[config.mk]
export PLATFORM = sky130hd
export DESIGN_NAME = otp_word_store
export DESIGN_NICKNAME = d
export VERILOG_FILES = /design/src/rtl/otp_pkg.sv /design/src/rtl/otp_mode_decode.sv /design/src/rtl/otp_cell_array.sv /design/src/rtl/otp_id_rom.sv /design/src/rtl/otp_word_store.sv
export SDC_FILE = /design/constraint.sdc
export NUM_CORES = 1
export LEC_CHECK = 0
export ABC_AREA = 1
export BUFFER_PORTS_ARGS = -buffer_cell sky130_fd_sc_hd__buf_4
export CAP_MARGIN = 10
export CORE_ASPECT_RATIO = 0.6
export CORE_MARGIN = 5
export CORE_UTILIZATION = 40
export CTS_CLUSTER_SIZE = 12
export DETAILED_ROUTE_END_ITERATION = 10
export PLACE_DENSITY = 0.57
export SYNTH_ARGS = -nofsm -noshare
export SYNTH_HDL_FRONTEND = slang
export SYNTH_HIERARCHICAL = 1
export SYNTH_SLANG_ARGS = --single-unit
[constraint.sdc]
create_clock -name clk -period 1.8 [get_ports clk]
set_clock_uncertainty 0.15 [all_clocks]
set_input_delay 0.09 -clock clk [delete_from_list [all_inputs] [get_ports clk]]
set_output_delay 0.09 -clock clk [all_outputs]
set_load 0.01 [all_outputs]
[src/rtl/otp_pkg.sv]
package otp_pkg;
   typedef enum logic [2:0] {
      MD_STANDBY,
      MD_DISABLE,
      MD_READ,
      MD_IDENT,
      MD_PROGRAM,
      MD_VERIFY,
      MD_INHIBIT,
      MD_HV_IDLE
   } otp_mode_e;

   localparam logic [15:0] MAKER_WORD  = 16'h001E;
   localparam logic [15:0] DEVICE_WORD = 16'h00F1;
endpackage

[src/rtl/otp_mode_decode.sv]
module otp_mode_decode
   import otp_pkg::*;
(
   input  logic      chip_en_n,
   input  logic      out_en_n,
   input  logic      prog_n,
   input  logic      vpp_hi,
   input  logic      a9_hv,
   output otp_mode_e mode
);
   always_comb begin
      if (chip_en_n) begin
         mode = vpp_hi ? MD_INHIBIT : MD_STANDBY;
      end else if (vpp_hi) begin
         if (out_en_n && !prog_n)      mode = MD_PROGRAM;
         else if (!out_en_n && prog_n) mode = MD_VERIFY;
         else                          mode = MD_HV_IDLE;
      end else if (out_en_n) begin
         mode = MD_DISABLE;
      end else begin
         mode = a9_hv ? MD_IDENT : MD_READ;
      end
   end
endmodule

[src/rtl/otp_cell_array.sv]
module otp_cell_array #(
   parameter int DEPTH  = 64,
   parameter int WORD_W = 16,
   localparam int IDX_W = $clog2(DEPTH)
) (
   input  logic              clk,
   input  logic              rst_n,
   input  logic              wr_en,
   input  logic [IDX_W-1:0]  idx,
   input  logic [WORD_W-1:0] wr_data,
   output logic [WORD_W-1:0] rd_data
);
   logic [WORD_W-1:0] words [DEPTH];

   for (genvar g = 0; g < DEPTH; g++) begin : g_word
      logic [WORD_W-1:0] cell_q;
      logic              hit;
      assign hit = wr_en && (idx == IDX_W'(g));
      always_ff @(posedge clk or negedge rst_n) begin
         if (!rst_n)   cell_q <= '1;
         else if (hit) cell_q <= cell_q & wr_data;
      end
      assign words[g] = cell_q;
   end

   assign rd_data = words[idx];
endmodule

[src/rtl/otp_id_rom.sv]
module otp_id_rom #(
   parameter int              WORD_W   = 16,
   parameter logic [WORD_W-1:0] ID_LOW  = '0,
   parameter logic [WORD_W-1:0] ID_HIGH = '0
) (
   input  logic              sel,
   output logic [WORD_W-1:0] id_word
);
   assign id_word = sel ? ID_HIGH : ID_LOW;
endmodule

[src/rtl/otp_word_store.sv]
module otp_word_store
   import otp_pkg::*;
#(
   parameter int ADDR_W = 16,
   parameter int WORD_W = 16,
   parameter int DEPTH  = 64,
   parameter logic [WORD_W-1:0] ID_MAKER  = WORD_W'(MAKER_WORD),
   parameter logic [WORD_W-1:0] ID_DEVICE = WORD_W'(DEVICE_WORD)
) (
   input  logic              clk,
   input  logic              rst_n,
   input  logic              chip_en_n,
   input  logic              out_en_n,
   input  logic              prog_n,
   input  logic              vpp_hi,
   input  logic              a9_hv,
   input  logic [ADDR_W-1:0] addr,
   input  logic [WORD_W-1:0] din,
   output logic [WORD_W-1:0] dout,
   output logic              dout_oe
);
   localparam int IDX_W = $clog2(DEPTH);

   if (DEPTH < 2 || (DEPTH & (DEPTH - 1)) != 0) begin : g_bad_depth
      $error("DEPTH must be a power of two of at least 2");
   end
   if (IDX_W > ADDR_W) begin : g_bad_addr
      $error("DEPTH exceeds the address range");
   end
   if (WORD_W < 1) begin : g_bad_word
      $error("WORD_W must be positive");
   end

   otp_mode_e         mode;
   logic              armed_q;
   logic              wr_en;
   logic [WORD_W-1:0] cell_word;
   logic [WORD_W-1:0] id_word;

   otp_mode_decode u_decode (
      .chip_en_n (chip_en_n),
      .out_en_n  (out_en_n),
      .prog_n    (prog_n),
      .vpp_hi    (vpp_hi),
      .a9_hv     (a9_hv),
      .mode      (mode)
   );

   // Strobe low seen in program mode arms the write; the next high sample commits it.
   always_ff @(posedge clk or negedge rst_n) begin
      if (!rst_n) armed_q <= 1'b0;
      else        armed_q <= (mode == MD_PROGRAM);
   end

   assign wr_en = armed_q && prog_n && vpp_hi && !chip_en_n && out_en_n;

   otp_cell_array #(
      .DEPTH  (DEPTH),
      .WORD_W (WORD_W)
   ) u_cells (
      .clk     (clk),
      .rst_n   (rst_n),
      .wr_en   (wr_en),
      .idx     (addr[IDX_W-1:0]),
      .wr_data (din),
      .rd_data (cell_word)
   );

   otp_id_rom #(
      .WORD_W  (WORD_W),
      .ID_LOW  (ID_MAKER),
      .ID_HIGH (ID_DEVICE)
   ) u_id (
      .sel     (addr[0]),
      .id_word (id_word)
   );

   always_comb begin
      dout_oe = 1'b0;
      dout    = '0;
      unique case (mode)
         MD_READ, MD_VERIFY: begin
            dout_oe = 1'b1;
            dout    = cell_word;
         end
         MD_IDENT: begin
            dout_oe = 1'b1;
            dout    = id_word;
         end
         default: begin
            dout_oe = 1'b0;
            dout    = '0;
         end
      endcase
   end
endmodule

Word level (Yosys, flattened, before mapping)
Index checks and enable logic that the tools add are counted.
Storage, ports and cells
  bits in registers: 1025
  input port bits: 39
Operators by class
  $lt $le $gt $ge: 1
  equality and inequality tests: 67
  muxes and demuxes: 13
  bitwise gates (word level): 65
  reduce and logical (&&, ||, !) cells: 76
Operators by type and width (number)
  AND 16 bit: 64
  equality test 6 bit, second input constant: 32
  binary-select mux 16 bit (select 6 bit): 1
  equality test 6 x 5 -> 1 bit, second input constant: 16
  logical AND 1 bit: 70
  equality test 6 x 4 -> 1 bit, second input constant: 8
  2-to-1 mux 16 bit: 2
  case mux 16 bit (2 select lines): 1
  equality test 6 x 3 -> 1 bit, second input constant: 4
  2-to-1 mux 3 bit: 5
  equality test 6 x 2 -> 1 bit, second input constant: 2
  2-to-1 mux 8 bit: 1
  greater-or-equal comparator 7 bit, second input constant: 1
  NOT 6 -> 7 bit: 1
  equality test 3 x 2 -> 1 bit, second input constant: 2
  equality test 3 bit, second input constant: 2
  equality test 6 x 1 -> 1 bit, second input constant: 1
  logical NOT 6 bit: 1
  logical NOT 1 bit: 3
  OR reduction 3 bit: 1
  2-to-1 mux 1 bit: 2
  2-to-1 mux 2 bit: 1
  OR reduction 2 bit: 1

Logic depth before layout (Yosys ltp)
Gate-level depths: netlist of run 1.
  word-level depth: 9
  gate-level depth with buffers: 16

Modules after synthesis
The synthesis of run 1 kept the hierarchy.
Modules (own cells, without submodules)
  otp_cell_array: instances 1, cells an instance 5539, area each 47450.5 sq um, seq. area each 26905.8 sq um
  otp_word_store: instances 1, cells an instance 68, area each 384.1 sq um, seq. area each 25.0 sq um
  otp_id_rom: instances 1, cells an instance 18, area each 123.9 sq um, seq. area each 0.0 sq um
  otp_mode_decode: instances 1, cells an instance 12, area each 62.6 sq um, seq. area each 0.0 sq um

Worst setup path before layout of run 1
Ideal clock, no wire load.
  path type: register -> register
  start point: reg armed_q
  end point: reg u_cells.g_word[40].cell_q[10]
  library setup time: 0.088 ns
  data arrival time: 1.706 ns
  path slack: -0.143 ns
  stages on the path, launching flop included: 9
  clock period less this slack: 1.943 ns
  cells stage by stage: dfrtp_1 nand2_1 nor3_1 buf_2 nand2_1 buf_2 nor2_1 buf_2 a21oi_1
On the way
  word-level cells in the longest chain between the ends: 5
RTL lines
  start, declared: RTL line otp_word_store.sv:35  | logic armed_q;
  start signal, assigned: RTL line otp_word_store.sv:52  | else armed_q <= (mode == MD_PROGRAM);
  logical AND 1 bit (4 in series): RTL line otp_word_store.sv:55  | assign wr_en = armed_q && prog_n && vpp_hi && !chip_en_n && out_en_n;
  via wr_en: RTL line otp_word_store.sv:36  | logic wr_en;
  logical AND 1 bit: RTL line otp_cell_array.sv:18  | assign hit = wr_en && (idx == IDX_W'(g));
  end signal, assigned: RTL line otp_cell_array.sv:21  | else if (hit) cell_q <= cell_q & wr_data;
  end, declared: RTL line otp_cell_array.sv:16  | logic [WORD_W-1:0] cell_q;
The timed path passes the listed nets, and every way through them passes these cells.
A chain may end at the register's enable or synchronous reset.

Worst setup path in the final report of run 1
  start point: reg u_cells.g_word[11].cell_q[10]
  end point: out dout[10]
On the way
  word-level cells in the longest chain between the ends: 4
RTL lines
  start, declared: RTL line otp_cell_array.sv:16
  start signal, assigned: RTL line otp_cell_array.sv:21
  binary-select mux 16 bit (select 6 bit): RTL line otp_cell_array.sv:26  | assign rd_data = words[idx];
  2-to-1 mux 16 bit (not written as such) (2 in series): RTL line otp_cell_array.sv:26
  via cell_word[10]: RTL line otp_word_store.sv:37  | logic [WORD_W-1:0] cell_word;
  case mux 16 bit (2 select lines): RTL line otp_word_store.sv:81  | unique case (mode)
  end, declared: RTL line otp_word_store.sv:19  | output logic [WORD_W-1:0] dout,
The timed path passes the listed nets, and every way through them passes these cells. The select of a mux whose other input is x is not followed.

==> out/metrics.json, run 1 <==
{
  "synth": {
    "synth.lib_cells_used.distinct": 27,
    "synth_ff_type": "dfstp_2",
    "synth_edf_count": 0,
    "synth_async_sr_flop_share": 1.00,
    "netlist_area_um2": 48000,
    "syn_avg_cell_area_um2": 8.52,
    "synth.yosys.seq_area_share": 0.561,
    "synth_seq_cells": 1025,
    "yosysWarnings": 6,
    "synthesis.instances": 5637
  },
  "placement": {
    "place.gp.congestion": 0.875,
    "pre_cts_setup_slack_ns": -0.752,
    "numPortBuffers": 45,
    "dpl.cell_count": 7362,
    "dpl.hpwl_mm": 106,
    "placement.cell_area_um2": 53800
  },
  "route": {
    "route.detailed.wl_per_inst_um": 22.0,
    "remaining_design_rule_violation_count": 0,
    "antenna_left": 0,
    "drt_pass1_iterations": 5,
    "via_count": 39400,
    "wirelength_mm": 166,
    "post_drt_via_cell_ratio": 5.23,
    "first_iter_violations": 3497
  },
  "finish": {
    "final_cell_mix": "nand2_1 (2136), dfstp_2 (1024), a21boi_0 (615), inv_1 (334), buf_4 (327)",
    "final-seq-area_um2": 26900,
    "fill_cells": 11200,
    "final-instance-count-excl-fill": 7531,
    "design.final.nets": 5929,
    "layout_commonest_cell": "nand2_1",
    "area_of_the_multi_input_gates_um2": 19300,
    "final_layout_size_suffix_gt1_frac": 0.354,
    "area_growth_pct": 21.8,
    "finish.instance_area_um2": 58500
  },
  "floorplan": {
    "die_w_um": 457,
    "row_count": 98,
    "die_outline_area_um2": 127000,
    "die_height_um": 278,
    "num_io_pins": 56,
    "core_area_um2": 119000,
    "start_util": 0.403
  },
  "grt": {
    "first_pass_grt_wire_length_mm": 249,
    "first_global_vias": 38300,
    "grt_antenna_before_repair": 5,
    "track_usage": 0.255,
    "pin_count_of_the_biggest_net_entering_global_routing": 95,
    "grt_remaining_overflow": 0
  },
  "timing": {
    "fmaxAchievable_mhz": 383,
    "final.setup.tns_ns": -12.07,
    "slew_violations": 0,
    "timing.hold.ws_ns": 0.0786,
    "setup-violations-final": 16,
    "rsz0062_at_grt": "yes",
    "slew_headroom": 0.592,
    "layout_min_cycle_time_ns": 2.61,
    "setup_slack_ns": -0.810,
    "final-hold-violation-count": 0,
    "final_min_period_over_clock_period": 1.45,
    "worst_pin_slew_ns": 0.611
  },
  "outcome": {
    "outcome": "finished, violations left",
    "failed_checks": "negative setup slack"
  },
  "worst_setup_path": {
    "critPathArrivalTime_ns": 2.37,
    "crit_top_cell": "nand2_1",
    "critical_path.cell_chain": "nand2_1 -> nand2_2 -> nand2_1 -> nand2_2 -> nand2_2 -> nand2_1 -> nor2_2 -> buf_4 -> nor2_4 -> nor2_1 -> nand2_1 -> nand2_1 -> nand2_1 -> buf_6",
    "timing.setup.critical_path_class": "register to primary output",
    "critical-path-slowest-cell": "dfstp_2",
    "cp_top_family": "simple AND/OR/NAND/NOR gates",
    "worstPathRequired_ns": 1.56,
    "worst_path_largest_cell_delay_ns": 0.53,
    "end_kind": "primary output",
    "cp_max_fo": 2,
    "critPathLaunchType": "register",
    "crit_buf_inv": 2
  },
  "clock_network": {
    "clk_root_buffer_cell": "clkbuf_16",
    "cts_buffers": 99,
    "clk_pin_slew_worst_paths_ns": 0.06,
    "worst_skew_pair.late_latency_ns": 0.71,
    "clock_tree_from_tritoncts": "built",
    "clock_path_buffers": 3,
    "clock_sink_count": 1025,
    "clock_tree.htree_level_count": 3
  },
  "power": {
    "cellInternalPower_mw": 35.0,
    "worst_ir_drop_vdd_mv": 0.776,
    "p_sw_frac": 0.255,
    "power.share.sequential": 0.495,
    "power_density_nw_per_um2": 802,
    "net-switching-power_mw": 12.0,
    "p_clk_frac": 0.417,
    "leakage_nw": 27.5,
    "power_frac_comb": 0.088
  },
  "run": {
    "timing.max_cap.violations": 0
  },
  "worst_hold_path": {
    "hold_wc_path_type": "input port to async pin"
  }
}
## power groups by stage
stage          clock (mW)  combinational [mW]  sequential (mW)
2_1_floorplan           0                1.45             23.5
3_3_place_gp            0                3.80             23.5
3_5_place_dp            0                3.81             23.5
4_1_cts              20.1                4.00             23.2
5_1_grt              21.1                4.41             23.2
6_report             19.6                4.15             23.2
## synth_stat cells (2+ instances only)
cell type,instances,area share
nand2_1,2342,0.18
dfstp_2,1024,0.56
a21boi_0,620,0.097
inv_1,368,0.029
nor2_1,215,0.017
a21oi_1,209,0.022
o21ai_0,199,0.021
clkbuf_1,191,0.015
o21ai_1,139,0.014
buf_2,134,0.014
a21boi_1,68,0.011
buf_4,40,0.0063
buf_1,18,0.0014
nand4_1,17,0.0022
nor2_2,15,0.0020
inv_2,11,0.00086
nand3_1,7,0.00073
buf_6,5,0.0012
nand2_2,5,0.00065
conb_1,2,0.00016
nand3_2,2,0.00042
## cell type report
cell class                      instances  share of cell area
Multi-Input combinational cell       3851               0.330
Inverter                              379              0.0246
Timing Repair Buffer                  533               0.102
Tap cell                             1600              0.0342
Antenna cell                            1           0.0000428
Clock inverter                          9             0.00128
Clock buffer                          133              0.0471
Sequential cell                      1025               0.460
## logic make-up after synthesis
family                     count (synthesis)  synth area share
other                                      2          0.000156
buffers and inverters                    768            0.0678
AOI/OAI and AO/OA                       1235             0.165
adders and majority gates                  1          0.000261
and+or+nand+nor                         2606             0.206
DFF                                     1025             0.561
## timing repair
item                                    in CTS  in global routing
hold buffers                                24                  0
endpoints found under the setup margin      60                573
resized for setup                          309                284
hold endpoints to repair                  1454                  0
cloned                                       0                 13
pin swaps                                  134                139
setup buffers                                3                  5
## metal layers
| metal | share of wire | global-route usage |
|---|---|---|
| met5 | 0.00079 | 0.00696 |
| met4 | 0.021 | 0.0534 |
| met3 | 0.093 | 0.0667 |
| met2 | 0.39 | 0.342 |
| met1 | 0.49 | 0.405 |
## worst register-to-register path: stages, from the launching register on
cell and delay [ns]:
dfrtp_1 0.32, nand2_1 0.08, nor3_4 0.15, buf_6 0.18, buf_4 0.14, nand4_1 0.08
buf_4 0.19, clkbuf_16 0.19, o21ai_0 0.17, inv_1 0.06
## final timing paths
kind | cells past startpoint | from | to | slack, ns
max | 14 | u_cells/g_word[11].cell_q[10] | dout[10] | -0.81
min | 2 | rst_n | u_cells/g_word[60].cell_q[7] | 0.08
max reg2reg | 9 | armed_q | u_cells/g_word[33].cell_q[0] | 0.02
min reg2reg | 2 | u_cells/g_word[58].cell_q[11] | u_cells/g_word[58].cell_q[11] | 0.29
max in group asynchronous | 4 | rst_n | u_cells/g_word[31].cell_q[3] | 0.80
min in group clk | 8 | addr[2] | u_cells/g_word[62].cell_q[0] | 0.08
## state kept, by name (all words and copies together), names as in the netlist
| name | flops |
|---|---|
| u_cells/g_word.cell_q | 1024 |
| armed_q | 1 |
## through the flow
step           total power [mW]  utilization
2_1_floorplan              25.0            -
3_3_place_gp               27.4        0.452
3_5_place_dp               27.4        0.452
4_1_cts                    47.3        0.484
5_1_grt                    48.7        0.491
6_report                   46.9        0.491
No activity file was read; power rests on OpenSTA's default activity.
==> run 2: changes to the inputs <==
--- a/config.mk
+++ b/config.mk
@@ -10,10 +10,10 @@
 export CAP_MARGIN = 10
 export CORE_ASPECT_RATIO = 0.6
 export CORE_MARGIN = 5
-export CORE_UTILIZATION = 40
+export CORE_UTILIZATION = 30
 export CTS_CLUSTER_SIZE = 12
 export DETAILED_ROUTE_END_ITERATION = 10
-export PLACE_DENSITY = 0.57
+export PLACE_DENSITY = 0.45
 export SYNTH_ARGS = -nofsm -noshare
 export SYNTH_HDL_FRONTEND = slang
 export SYNTH_HIERARCHICAL = 1
==> run 2 against run 1 <==
The run still ends with negative setup slack left; first-iteration DRC count shrank 8.4%; register-to-register slack got worse by 0.29 ns; clock power is 9.7% higher; critical path depth down 1; combinational power increased by 10%; highest routed layer unchanged; largest power group unchanged; sequential power hardly changed; final cell count rose by 8.3%.
==> out/metrics.json, run 2 (synthesis gave the netlist of run 1 again) <==
{
  "power": {
    "p_sw_frac": 0.261,
    "leakage_nw": 28.6,
    "power_density_nw_per_um2": 791,
    "worst_ir_drop_vdd_mv": 0.798,
    "power.share.sequential": 0.471,
    "power_frac_comb": 0.093,
    "net-switching-power_mw": 12.9,
    "p_clk_frac": 0.436,
    "cellInternalPower_mw": 36.4
  },
  "timing": {
    "layout_min_cycle_time_ns": 2.65,
    "setup_slack_ns": -0.846,
    "worst_pin_slew_ns": 1.22,
    "rsz0062_at_grt": "yes",
    "final-hold-violation-count": 0,
    "slew_headroom": 0.184,
    "setup-violations-final": 840,
    "final.setup.tns_ns": -98.36,
    "fmaxAchievable_mhz": 378,
    "slew_violations": 0,
    "final_min_period_over_clock_period": 1.47
  },
  "floorplan": {
    "row_count": 113,
    "core_area_um2": 159000,
    "die_w_um": 527,
    "die_height_um": 320,
    "die_outline_area_um2": 168000,
    "start_util": 0.303,
    "num_io_pins": 56
  },
  "finish": {
    "largest_register_ffs": 1024,
    "reg_top3": "u_cells/g_word.cell_q: 1024 flops, armed_q: 1 flops",
    "final-seq-area_um2": 26900,
    "final_cell_mix": "nand2_1 (2084), dfstp_2 (1024), a21boi_0 (379), buf_4 (331), inv_1 (326)",
    "final_layout_size_suffix_gt1_frac": 0.418,
    "area_growth_pct": 29.8,
    "design.final.nets": 5991,
    "area_of_the_multi_input_gates_um2": 21000,
    "layout_commonest_cell": "nand2_1",
    "reg_with_most_ffs": "u_cells/g_word.cell_q",
    "fill_cells": 16000
  },
  "clock_network": {
    "clk_root_buffer_cell": "clkbuf_16",
    "clock_sink_count": 1025,
    "clock_tree_from_tritoncts": "built",
    "clock_tree.htree_level_count": 3,
    "clock_path_buffers": 3,
    "cts_buffers": 103,
    "worst_skew_pair.late_latency_ns": 0.71,
    "clk_pin_slew_worst_paths_ns": 0.06
  },
  "route": {
    "first_iter_violations": 3202,
    "remaining_design_rule_violation_count": 0,
    "wirelength_mm": 184,
    "via_count": 39300,
    "route.detailed.wl_per_inst_um": 22.6,
    "post_drt_via_cell_ratio": 4.82,
    "antenna_left": 0,
    "drt_pass1_iterations": 6
  },
  "worst_setup_path": {
    "timing.setup.critical_path_class": "register to primary output",
    "cp_max_fo": 2,
    "critPathArrivalTime_ns": 2.41,
    "critPathLaunchType": "register",
    "worstPathRequired_ns": 1.56,
    "end_kind": "primary output"
  },
  "grt": {
    "grt_antenna_before_repair": 14,
    "track_usage": 0.210,
    "pin_count_of_the_biggest_net_entering_global_routing": 81,
    "first_global_vias": 38100,
    "grt_remaining_overflow": 0,
    "first_pass_grt_wire_length_mm": 267
  },
  "outcome": {
    "outcome": "finished, violations left",
    "failed_checks": "negative setup slack"
  },
  "worst_hold_path": {
    "hold_wc_path_type": "input port to async pin"
  },
  "placement": {
    "numPortBuffers": 45,
    "dpl.hpwl_mm": 118,
    "pre_cts_setup_slack_ns": -1.03,
    "place.gp.congestion": 0.886
  },
  "run": {
    "timing.max_cap.violations": 0
  }
}
## run 2: cell types whose count changed in the layout (fill, tap and decap cells not counted), moves of 36 or more
cell	delta
a21oi_2	+36
a21boi_1	+65
o21ai_0	-44
a21boi_2	+171
a21boi_0	-236
nor2_4	+71
nor2_1	-37
nand2_1	-52
a21oi_1	-36
## run 2: worst paths after layout
path                                                    from                       endpoint  slack, ns  cells after the start
worst max register to register                       armed_q  u_cells/g_word[47].cell_q[14]      -0.27                     11
min in group clk                                     addr[5]  u_cells/g_word[30].cell_q[12]       0.05                      8
worst min-delay path                                   rst_n   u_cells/g_word[58].cell_q[5]       0.04                      2
worst min register to register  u_cells/g_word[42].cell_q[2]   u_cells/g_word[42].cell_q[2]       0.29                      2
worst max-delay path            u_cells/g_word[40].cell_q[3]                        dout[3]      -0.85                     13
max in group asynchronous                              rst_n   u_cells/g_word[36].cell_q[9]       0.78                      4
## run 2: worst max-delay path, stage by stage (launching register included)
cell and delay, ns:
dfstp_2 0.51, inv_1 0.04, o21ai_1 0.13, nand2_1 0.13
nand2_2 0.11, nand2_1 0.05, nand2_1 0.11, nor2_1 0.08
nor2_2 0.15, nor2_4 0.07, nand2_4 0.07, nand2_2 0.05
nand2_2 0.08, buf_6 0.10
## run 2: routing by layer
layer	GRT usage	routed length (um)	up-vias	part of all wire
met4	0.0366	2720	4	0.015
met3	0.0545	14100	175	0.077
met2	0.282	72900	1088	0.40
met1	0.335	94700	19700	0.51
met5	0	20	-	0.00011
li1	-	-	18400	-
## run 2: power groups by stage
stage	Clock (mW)	Sequential, mW	Combinational, mW
floorplan	0	23.5	1.45
global placement	0	23.5	4.08
detailed placement	0	23.5	4.06
CTS	22.1	23.2	4.35
global route	23.1	23.2	4.85
finish	21.5	23.2	4.57
## run 2: what timing repair did
action                                  in CTS  in global routing
hold buffers                                23                  0
hold endpoints to repair                  1485                  0
endpoints found under the setup margin     675               1001
gates resized for setup                    633                807
cloned                                       7                 20
setup buffers                               16                 21
pin swaps                                  204                213
## run 2: final cells by class
cell class	instances	share of cell area
sequential	1025	0.432
multi-input combinational	3851	0.337
timing repair buffer	591	0.113
clock buffer	163	0.0487
tap	2127	0.0427
inverter	379	0.0231
clock inverter	12	0.00311
antenna	7	0.000281
## run 2: stage by stage
step	std cells	total power [mW]	utilization	instance area, um2	hold WS, ns
finish	8155	49.3	0.393	62300	0.0434
global route	8152	51.1	0.393	62300	0.0540
CTS	8119	49.7	0.377	59800	0.00107
detailed placement	7929	27.6	0.345	54800	0.202
global placement	7929	27.6	0.345	54800	0.203
floorplan	5644	25.0	-	48100	-0.356
